`config.mk`:
```
export PLATFORM = sky130hd
export DESIGN_NAME = tap_ctrl
export DESIGN_NICKNAME = d
export VERILOG_FILES = /design/src/rtl/tap_ctrl_pkg.sv /design/src/rtl/tap_fsm.sv /design/src/rtl/tap_ir.sv /design/src/rtl/tap_decode.sv /design/src/rtl/tap_dr.sv /design/src/rtl/tap_ctrl.sv
export SDC_FILE = /design/constraint.sdc
export NUM_CORES = 1
export LEC_CHECK = 0
export BUFFER_PORTS_ARGS = -buffer_cell sky130_fd_sc_hd__buf_4
export CORE_ASPECT_RATIO = 1.25
export CORE_MARGIN = 5
export CORE_UTILIZATION = 37
export CTS_BUF_LIST = sky130_fd_sc_hd__clkbuf_4 sky130_fd_sc_hd__clkbuf_8
export DETAILED_ROUTE_END_ITERATION = 10
export MAX_ROUTING_LAYER = met4
export PLACE_DENSITY_LB_ADDON = 0.2
export SLEW_MARGIN = 20
export SYNTH_ARGS = -nofsm -noshare
export SYNTH_HDL_FRONTEND = slang
export SYNTH_SLANG_ARGS = --single-unit
export TNS_END_PERCENT = 5
```
`constraint.sdc`:
```
create_clock -name tck -period 2.3 [get_ports tck]
set_clock_uncertainty 0.15 [all_clocks]
set_input_delay 0.23 -clock tck [delete_from_list [all_inputs] [get_ports tck]]
set_output_delay 0.23 -clock tck [all_outputs]
set_load 0.05 [all_outputs]
```
`src/rtl/tap_ctrl_pkg.sv`:
```
package tap_ctrl_pkg;
  localparam int IR_W = 3;
  typedef logic [IR_W-1:0] opcode_t;

  localparam opcode_t OP_EXTEST = 3'b000;
  localparam opcode_t OP_IDCODE = 3'b001;
  localparam opcode_t OP_SAMPLE = 3'b010;
  localparam opcode_t OP_CLAMP  = 3'b011;
  localparam opcode_t OP_HIGHZ  = 3'b100;
  localparam opcode_t OP_USER1  = 3'b101;
  localparam opcode_t OP_USER2  = 3'b110;
  localparam opcode_t OP_BYPASS = 3'b111;
  localparam opcode_t IR_CAPTURE_VAL = 3'b001;

  typedef enum logic [3:0] {
    ST_RESET, ST_IDLE,
    ST_DR_SEL, ST_DR_CAP, ST_DR_SHIFT, ST_DR_EXIT1, ST_DR_PAUSE, ST_DR_EXIT2, ST_DR_UPD,
    ST_IR_SEL, ST_IR_CAP, ST_IR_SHIFT, ST_IR_EXIT1, ST_IR_PAUSE, ST_IR_EXIT2, ST_IR_UPD
  } tap_state_t;

  typedef enum logic [1:0] {PATH_BYPASS, PATH_IDCODE, PATH_CHAIN} dr_path_t;

  typedef struct packed {
    logic extest;
    logic sample;
    logic clamp;
    logic highz;
    logic user1;
    logic user2;
  } mode_t;
endpackage

```
`src/rtl/tap_fsm.sv`:
```
module tap_fsm
  import tap_ctrl_pkg::*;
(
  input  logic       tck,
  input  logic       rst,
  input  logic       tms,
  output tap_state_t state
);
  tap_state_t nxt;

  always_comb begin
    nxt = state;
    case (state)
      ST_RESET:    nxt = tms ? ST_RESET    : ST_IDLE;
      ST_IDLE:     nxt = tms ? ST_DR_SEL   : ST_IDLE;
      ST_DR_SEL:   nxt = tms ? ST_IR_SEL   : ST_DR_CAP;
      ST_DR_CAP:   nxt = tms ? ST_DR_EXIT1 : ST_DR_SHIFT;
      ST_DR_SHIFT: nxt = tms ? ST_DR_EXIT1 : ST_DR_SHIFT;
      ST_DR_EXIT1: nxt = tms ? ST_DR_UPD   : ST_DR_PAUSE;
      ST_DR_PAUSE: nxt = tms ? ST_DR_EXIT2 : ST_DR_PAUSE;
      ST_DR_EXIT2: nxt = tms ? ST_DR_UPD   : ST_DR_SHIFT;
      ST_DR_UPD:   nxt = tms ? ST_DR_SEL   : ST_IDLE;
      ST_IR_SEL:   nxt = tms ? ST_RESET    : ST_IR_CAP;
      ST_IR_CAP:   nxt = tms ? ST_IR_EXIT1 : ST_IR_SHIFT;
      ST_IR_SHIFT: nxt = tms ? ST_IR_EXIT1 : ST_IR_SHIFT;
      ST_IR_EXIT1: nxt = tms ? ST_IR_UPD   : ST_IR_PAUSE;
      ST_IR_PAUSE: nxt = tms ? ST_IR_EXIT2 : ST_IR_PAUSE;
      ST_IR_EXIT2: nxt = tms ? ST_IR_UPD   : ST_IR_SHIFT;
      ST_IR_UPD:   nxt = tms ? ST_DR_SEL   : ST_IDLE;
      default:     nxt = ST_RESET;
    endcase
  end

  always_ff @(posedge tck) begin
    if (rst) state <= ST_RESET;
    else     state <= nxt;
  end

  // run of consecutive TMS-high edges, saturating, for the reset-by-TMS check
  logic [2:0] tms_run;
  always_ff @(posedge tck) begin
    if (rst)                    tms_run <= '0;
    else if (!tms)              tms_run <= '0;
    else if (tms_run != 3'd7)   tms_run <= tms_run + 3'd1;
  end

  AST_TMS_FIVE_RESET: assert property (@(posedge tck) disable iff (rst)
    (tms_run >= 3'd5) |-> (state == ST_RESET));
  AST_RESET_HOLD: assert property (@(posedge tck) disable iff (rst)
    (state == ST_RESET && tms) |=> (state == ST_RESET));
  AST_UPD_IR_EXIT: assert property (@(posedge tck) disable iff (rst)
    (state == ST_IR_UPD) |=> (state == ST_IDLE || state == ST_DR_SEL));
endmodule

```
`src/rtl/tap_ir.sv`:
```
module tap_ir
  import tap_ctrl_pkg::*;
(
  input  logic       tck,
  input  logic       rst,
  input  tap_state_t state,
  input  logic       tdi,
  output opcode_t    active,
  output logic       ir_lsb
);
  opcode_t sh;

  always_ff @(posedge tck) begin
    if (rst) begin
      sh     <= IR_CAPTURE_VAL;
      active <= OP_IDCODE;
    end else begin
      case (state)
        ST_RESET:    active <= OP_IDCODE;
        ST_IR_CAP:   sh     <= IR_CAPTURE_VAL;
        ST_IR_SHIFT: sh     <= {tdi, sh[IR_W-1:1]};
        ST_IR_UPD:   active <= sh;
        default: ;
      endcase
    end
  end

  assign ir_lsb = sh[0];

  AST_IR_HOLD: assert property (@(posedge tck) disable iff (rst)
    !(state == ST_IR_UPD || state == ST_RESET) |=> $stable(active));
  AST_IR_CAPTURE: assert property (@(posedge tck) disable iff (rst)
    (state == ST_IR_CAP) |=> (sh == IR_CAPTURE_VAL));
endmodule

```
`src/rtl/tap_decode.sv`:
```
module tap_decode
  import tap_ctrl_pkg::*;
(
  input  opcode_t  active,
  output mode_t    mode,
  output dr_path_t path
);
  always_comb begin
    mode = '0;
    path = PATH_BYPASS;
    case (active)
      OP_EXTEST: begin mode.extest = 1'b1; path = PATH_CHAIN;  end
      OP_SAMPLE: begin mode.sample = 1'b1; path = PATH_CHAIN;  end
      OP_IDCODE: path = PATH_IDCODE;
      OP_CLAMP:  mode.clamp = 1'b1;
      OP_HIGHZ:  mode.highz = 1'b1;
      OP_USER1:  mode.user1 = 1'b1;
      OP_USER2:  mode.user2 = 1'b1;
      default: ;
    endcase
  end
endmodule

```
`src/rtl/tap_dr.sv`:
```
module tap_dr
  import tap_ctrl_pkg::*;
#(
  parameter int          ID_W     = 32,
  parameter logic [31:0] ID_VALUE = 32'h00008143
) (
  input  logic       tck,
  input  logic       rst,
  input  tap_state_t state,
  input  dr_path_t   path,
  input  logic       tdi,
  input  logic       chain_so,
  output logic       dr_lsb
);
  logic            byp;
  logic [ID_W-1:0] id_sh;
  logic            cap, shf;

  assign cap = (state == ST_DR_CAP);
  assign shf = (state == ST_DR_SHIFT);

  always_ff @(posedge tck) begin
    if (rst) begin
      byp <= 1'b0;
    end else if (path == PATH_BYPASS) begin
      if (cap)      byp <= 1'b0;
      else if (shf) byp <= tdi;
    end
  end

  always_ff @(posedge tck) begin
    if (rst) begin
      id_sh <= ID_VALUE[ID_W-1:0];
    end else if (path == PATH_IDCODE) begin
      if (cap)      id_sh <= ID_VALUE[ID_W-1:0];
      else if (shf) id_sh <= {tdi, id_sh[ID_W-1:1]};
    end
  end

  always_comb begin
    case (path)
      PATH_IDCODE: dr_lsb = id_sh[0];
      PATH_CHAIN:  dr_lsb = chain_so;
      default:     dr_lsb = byp;
    endcase
  end

  AST_BYPASS_CAPTURE: assert property (@(posedge tck) disable iff (rst)
    (cap && path == PATH_BYPASS) |=> (byp == 1'b0));
  AST_ID_CAPTURE: assert property (@(posedge tck) disable iff (rst)
    (cap && path == PATH_IDCODE) |=> (id_sh == ID_VALUE[ID_W-1:0]));
endmodule

```
`src/rtl/tap_ctrl.sv`:
```
module tap_ctrl
  import tap_ctrl_pkg::*;
#(
  parameter int          ID_W     = 32,
  parameter logic [31:0] ID_VALUE = 32'h00008143
) (
  input  logic tck,
  input  logic test_rst,
  input  logic tms,
  input  logic tdi,
  output logic tdo,
  output logic tdo_oe,
  output logic chain_capture,
  output logic chain_shift,
  output logic chain_update,
  output logic chain_si,
  input  logic chain_so,
  output logic mode_extest,
  output logic mode_sample,
  output logic mode_clamp,
  output logic mode_highz,
  output logic force_disable,
  output logic user1_strobe,
  output logic user2_strobe
);
  tap_state_t state;
  opcode_t    active;
  mode_t      mode;
  dr_path_t   path;
  logic       ir_lsb, dr_lsb, chain_sel;

  tap_fsm u_fsm (.tck(tck), .rst(test_rst), .tms(tms), .state(state));

  tap_ir u_ir (.tck(tck), .rst(test_rst), .state(state), .tdi(tdi),
               .active(active), .ir_lsb(ir_lsb));

  tap_decode u_dec (.active(active), .mode(mode), .path(path));

  tap_dr #(.ID_W(ID_W), .ID_VALUE(ID_VALUE)) u_dr (
    .tck(tck), .rst(test_rst), .state(state), .path(path), .tdi(tdi),
    .chain_so(chain_so), .dr_lsb(dr_lsb));

  assign chain_sel     = (path == PATH_CHAIN);
  assign chain_capture = chain_sel && (state == ST_DR_CAP);
  assign chain_shift   = chain_sel && (state == ST_DR_SHIFT);
  assign chain_update  = chain_sel && (state == ST_DR_UPD);
  assign chain_si      = tdi;

  assign mode_extest   = mode.extest;
  assign mode_sample   = mode.sample;
  assign mode_clamp    = mode.clamp;
  assign mode_highz    = mode.highz;
  assign force_disable = mode.highz;
  assign user1_strobe  = mode.user1 && (state == ST_DR_UPD);
  assign user2_strobe  = mode.user2 && (state == ST_DR_UPD);

  // serial output launched half a cycle after the shift edge
  always_ff @(negedge tck) begin
    if (test_rst) begin
      tdo    <= 1'b0;
      tdo_oe <= 1'b0;
    end else begin
      case (state)
        ST_IR_SHIFT: begin tdo <= ir_lsb; tdo_oe <= 1'b1; end
        ST_DR_SHIFT: begin tdo <= dr_lsb; tdo_oe <= 1'b1; end
        default:     begin tdo <= 1'b0;   tdo_oe <= 1'b0; end
      endcase
    end
  end

  AST_CHAIN_ONEHOT: assert property (@(posedge tck) disable iff (test_rst)
    $onehot0({chain_capture, chain_shift, chain_update}));
  AST_MODE_ONEHOT: assert property (@(posedge tck) disable iff (test_rst)
    $onehot0({mode_extest, mode_sample, mode_clamp, mode_highz, user1_strobe, user2_strobe}));
  AST_OE_IN_SHIFT: assert property (@(posedge tck) disable iff (test_rst)
    tdo_oe |-> (state == ST_IR_SHIFT || state == ST_DR_SHIFT));
  AST_TDO_QUIET: assert property (@(posedge tck) disable iff (test_rst)
    !tdo_oe |-> !tdo);
endmodule

```
==> results of run 1 <==
[cell families (layout without fill, tap and decap cells)]
family / after synthesis / count (layout) / synth area share
and+or+nand+nor: 114 / 114 / 0.2757
AOI/OAI and AO/OA: 27 / 27 / 0.07981
buffers and inverters: 29 / 53 / 0.06250
adders and majority gates: 3 / 3 / 0.01674
muxes: 34 / 34 / 0.1596
DFF: 45 / 45 / 0.4018
xor gates and xnor gates: 1 / 1 / 0.003907
[synth_stat cells, types with 2 or more instances]
cell type   n  area (µm²)
dfxtp_1    45       900.9
nor2_1     29       108.9
mux2i_1    20       200.2
nand2_1    20       75.07
nand2b_1   17       106.4
clkbuf_1   14       52.55
nor2b_1    13       81.33
mux2_1      9       101.4
nand3_1     9       45.04
o21ai_0     8       40.04
a21oi_1     7       35.03
inv_1       6       22.52
mux2_2      5       56.30
nor3_1      5       25.02
buf_2       4       20.02
buf_4       3       22.52
ha_1        3       37.54
nand3b_1    3       22.52
a31oi_1     2       12.51
and2_1      2       12.51
and3b_1     2       17.52
and4b_1     2       20.02
buf_6       2       22.52
nor3b_1     2       15.01
[layer usage]
| metal | wire length (µm) | track usage | vias up | share of wire |
|---|---|---|---|---|
| met4 | 58 | 0.03704 | 0 | 0.013 |
| met1 | 1964 | 0.1448 | 814 | 0.45 |
| li1 | - | - | 907 | - |
| met3 | 163 | 0.02974 | 5 | 0.037 |
| met5 | 0 | - | - | 0 |
| met2 | 2209 | 0.2116 | 23 | 0.50 |
[per-stage QoR]
step | util | total power, mW
after floorplan | - | 0.9308
after global placement | 0.4341 | 0.9692
after detailed placement | 0.4341 | 0.9696
after CTS | 0.4508 | 1.446
after global routing | 0.4523 | 1.499
final | 0.4523 | 1.424
[power by group]
part | leakage, nW | switching (mW) | internal, mW
Clock | 0.0539 | 0.267 | 0.213
Sequential | 0.364 | 0.00686 | 0.791
Combinational | 0.635 | 0.0819 | 0.0636
[worst register-to-register path, delay by kind of cell, from the launching register on]
kind	cells	cell delay (ns)
AOI/OAI and AO/OA	3	0.40
adders and majority gates	1	0.22
DFF	1	0.32
and+or+nand+nor	1	0.42
[cell usage in the layout (no fill, tap or decap), types with 3 or more instances in the layout]
master	n
nand2b_1	17
dfxtp_1	42
nand3b_1	3
clkbuf_8	5
o21ai_0	7
a21oi_1	7
nor2b_1	13
mux2_1	9
nor3_1	5
dfxtp_2	3
buf_4	35
inv_1	7
nor2_1	28
mux2i_1	20
nand2_1	20
nand3_1	9
mux2_2	5
[registers in the layout (all words and copies together) (netlist names)]
register and cells:
u_dr.id_sh 32, u_fsm.state 4, u_ir.active 3, u_ir.sh 3
tdo 1, tdo_oe 1, u_dr.byp 1
[final cells by class]
type                    count  area, µm²
multi-input cells         179       1225
inverters                   5      18.77
clock buffers               5      68.82
flip-flops and latches     45      904.6
fillers                   571       3208
well taps                  82      102.6
repair buffers             38      305.3
clock inverters             5      23.77
[how the worst max path moves through the flow]
stage | endpoint | cells past startpoint
6_report | tdo | 5
3_5_place_dp | tdo | 5
2_1_floorplan | tdo | 5
4_1_cts | tdo | 5
5_1_grt | tdo | 6
3_3_place_gp | tdo | 5
[repair_timing]
action	4_1_cts	5_1_grt
gates resized for setup	3	2
hold endpoints to repair	0	0
endpoints found under the setup margin	3	6
==> run metrics, run 1 <==
DRC violation count after routing=0; R2R cell count=5; antenna viol nets, final=0; final setup margin=-0.4375 ns; post-route setup TNS=-0.5099 ns; Reg2Reg Capture Point=tdo; routed vias/inst=4.872; Critical Path AT=1.66 ns; crit path buf inv count=0; count of final hold-check violations=0; failing checks=negative setup slack; Iteration-0 DRC Markers=129; Cell Rows=31; Area growth syn-to-layout=18.14%; Required @ worst endpoint=1.22 ns; Pwr Density=537.5 nW/µm²; Finished Cell Area=2649 µm²; Post-synth top flop=dfxtp_1; initial core utilization=0.3828; Mapped Nets=261; clock net sink count=45; Synth Register Bits=45; vias in the first global route=1662; Final nets=284; Final Non-Filler Cells=359; CTS buffer count=5; setup violators final=3; Post-Syn Instances=253; antenna violations before repair=0; layout cells sized above 1=0.2094; first-pass GRT wire length=7.624 mm; Leak Pwr=1.053 nW; Slew @ Worst Pin=0.4164 ns; placed instance area=2542 µm²; Post-synth ARST share=0; CTS tree=built; postcts setup bufs=0; total iterations of the first detailed-routing run=4; Top delay family on crit path=simple AND/OR/NAND/NOR gates; register area share after synthesis=0.4018; ANT cells=0; status=finished, violations left; Post-synth EDFFs=0; clk_lat worst skew=0.29 ns; Reg clk slew, reported paths=0.08 ns; worst hold margin=0.09173 ns; IO buf count=17; CP startpoint=u_ir.active[2]; Critical Path End Type=flop; DR vias=1749; Slew Limit Fails=0; GR Overflow Total=0; CP peak stage delay=0.42 ns; Die X=79.63 µm; gr usage total=0.1250; Critical Path Fanout Max=3; Post-Place Cells=350; largest net degree at the start of global routing=42; mapped cell area=2242 µm²; worst hold stages=3; gpl congestion=0.7024; Hold WC Path Type=input port to flop; max-cap violation count=0; root buf cell=clkbuf_8; VDD IR max=0.0004899 V; Slowest-stage cell, CP=or3b_4; Setup CP Type=flop to flop; Synthesis Warnings=0; critical path, cell by cell=or3b_4, ha_4, a221o_1, o21ai_1, o32ai_1; RSZ-0062 raised after global routing=true; Core Box Area=5857 µm²; r2r setup slk=-0.44 ns; Worst Hold Launch=tdi; DPL Wire Length=3.034 mm; Netlist cell types=45; Die ar.=7726 µm²; Post-CTS Hold Fix Bufs=0; Routed WL=4.396 mm; average wire per standard cell=12.25 µm; DP Worst Slack=-0.4815 ns; Rel. slew slack=0.7224; Worst Setup Start Kind=flop; clock buffer depth=2; launching point of the worst reg2reg path=u_ir.active[2]; Hold EP=u_ir.sh[2]; CTS H-tree lvls=2; io pins=18; Synth Area per Inst=8.862 µm²; DIE HEIGHT=97.04 µm
(Power assumes the default switching activity.)
==> inputs of run 2 (changes only) <==
--- a/config.mk
+++ b/config.mk
@@ -5,7 +5,7 @@
 export SDC_FILE = /design/constraint.sdc
 export NUM_CORES = 1
 export LEC_CHECK = 0
-export BUFFER_PORTS_ARGS = -buffer_cell sky130_fd_sc_hd__buf_4
+export BUFFER_PORTS_ARGS = -buffer_cell sky130_fd_sc_hd__buf_2
 export CORE_ASPECT_RATIO = 1.25
 export CORE_MARGIN = 5
 export CORE_UTILIZATION = 37
==> run 2 against run 1 <==
The run still ends with negative setup slack left. Routed wire length decreased by 0.18%. Final cell count up 0.84%. Via count grew 0.97%. Hold slack got worse by 0.0086 ns. Total power is 2.4% higher. Die area did not move. Non-clock buffer count rose by 3. Cell area shrank 0.57%. Sequential power hardly changed. First-iteration DRC count fell by 13%. Utilization shrank 0.26 points. Sequential share of layout area rose by 0.19 points. Largest power group unchanged.
==> run metrics, run 2 (synthesized netlist as in run 1, its figures left out) <==
status=finished, violations left; failing checks=negative setup slack; r2r setup slk=-0.46 ns; initial core utilization=0.3828; max-cap violation count=0; gr usage total=0.1275; CTS tree=built; top sig layer=met4; Hold WC Path Type=input port to flop; CTS H-tree lvls=2; total iterations of the first detailed-routing run=4; Cell Rows=31; antenna viol nets, final=0; total power=1.458 mW; IO buf count=17; Core Box Area=5857 µm²; Worst Setup Start Kind=flop; Routed WL=4.388 mm; Rel. slew slack=0.7305; count of final hold-check violations=0; clk_lat worst skew=0.29 ns; Critical Path Fanout Max=3; Slew @ Worst Pin=0.4042 ns; gpl congestion=0.7723; Die X=79.63 µm; Largest Register=u_dr.id_sh; clock net sink count=45; critical path, cell by cell=or3b_4, ha_4, a221o_1, o21ai_1, o32ai_1; Slew Limit Fails=0; clock buffer depth=2; Largest regs=u_dr.id_sh x32, u_fsm.state x4; DR vias=1766; DRC violation count after routing=0; max FFs per register=32; ANT cells=0; final setup margin=-0.4552 ns; Critical Path AT=1.68 ns; vias in the first global route=1746; Finished Core Util=0.4497; metal2 WL=2.173 mm; Worst Hold Launch=tdi; Pwr Density=553.7 nW/µm²; CP peak stage delay=0.41 ns; routed vias/inst=4.878; Hold EP=u_ir.sh[2]; Required @ worst endpoint=1.23 ns; Slowest-stage cell, CP=or3b_4; CTS buffer count=5; Leak Pwr=1.070 nW; RSZ-0062 raised after global routing=true; DPL Wire Length=3.015 mm; most frequent cells in the layout=dfxtp_1 (42), nor2_1 (28), buf_4 (23); GR Overflow Total=0; Iteration-0 DRC Markers=112; fill count=601; Final nets=287; DP Worst Slack=-0.4874 ns; worst hold stages=3; multi-input logic area=1219 µm²; Die ar.=7726 µm²; wire length on met3=121 µm; launching point of the worst reg2reg path=u_ir.active[0]; R2R cell count=5; Post-CTS Hold Fix Bufs=0; Area growth syn-to-layout=17.47%; average wire per standard cell=12.12 µm; antenna violations before repair=0; setup violators final=3; M1 WL=2.041 mm; commonest non-fill, non-tap cell in the layout=dfxtp_1; Critical Path End Type=flop; DIE HEIGHT=97.04 µm; FF+latch area=904.6 µm²; VDD IR max=0.0003772 V; first-pass GRT wire length=7.852 mm; Reg clk slew, reported paths=0.08 ns; Reg2Reg Capture Point=tdo; layout cells sized above 1=0.2214; Setup CP Type=flop to flop; largest net degree at the start of global routing=33; root buf cell=clkbuf_8; io pins=18
run 2: cell types whose count changed in the layout (fill, tap and decap cells not counted):
| cell | change |
|---|---|
| buf_2 | +15 |
| buf_4 | -12 |
| clkbuf_4 | +3 |
| clkinv_1 | -2 |
| clkinv_4 | -1 |
| nor4b_1 | +1 |
| nor4b_2 | -1 |
run 2: worst max-delay path by stage:
| stage | from | endpoint | slack (ns) | cells past startpoint |
|---|---|---|---|---|
| after global placement | u_ir.active[0] | tdo | -0.47 | 5 |
| after CTS | u_ir.active[0] | tdo | -0.46 | 5 |
| after global routing | u_ir.active[0] | tdo | -0.52 | 6 |
| final | u_ir.active[0] | tdo | -0.46 | 5 |
| after floorplan | u_ir.active[0] | tdo | -0.48 | 5 |
| after detailed placement | u_ir.active[0] | tdo | -0.49 | 5 |
run 2: per-stage QoR:
stage	setup TNS [ns]	std cells	hold slack, ns	area, µm²
3_5_place_dp	-0.4874	353	0.3074	2522
6_report	-0.5482	362	0.08312	2634
5_1_grt	-0.6727	362	0.08987	2634
3_3_place_gp	-0.4748	353	0.3057	2522
2_1_floorplan	-0.6732	253	0.2476	2260
4_1_cts	-0.5560	362	0.07293	2631
run 2: layer usage:
layer,vias up,global-route usage
li1,904,-
met1,836,0.1464
met2,20,0.2193
met3,6,0.03160
met4,0,0.03175
met5,-,-
run 2: cell type report:
type / count / share of cell area
Multi-Input combinational cell: 179 / 0.4627
Sequential cell: 45 / 0.3435
Timing Repair Buffer: 41 / 0.1102
Tap cell: 82 / 0.03895
Clock buffer: 8 / 0.03468
Inverter: 5 / 0.007126
Clock inverter: 2 / 0.002850
run 2: critical path, delay by kind of cell (launching register included):
kind            cells  cell delay [ns]
fa+ha+maj           1             0.22
simple gates        1             0.41
compound gates      3             0.42
flops               1             0.34
run 2: what timing repair did:
action	4_1_cts	5_1_grt
resized for setup	5	1
setup endpoints to repair	3	4
setup buffers	0	0
run 2: power breakdown:
group          leakage [nW]  internal (mW)  switching (mW)
Sequential            0.364          0.791         0.00703
Clock                0.0604          0.256           0.259
Combinational         0.646         0.0635          0.0819
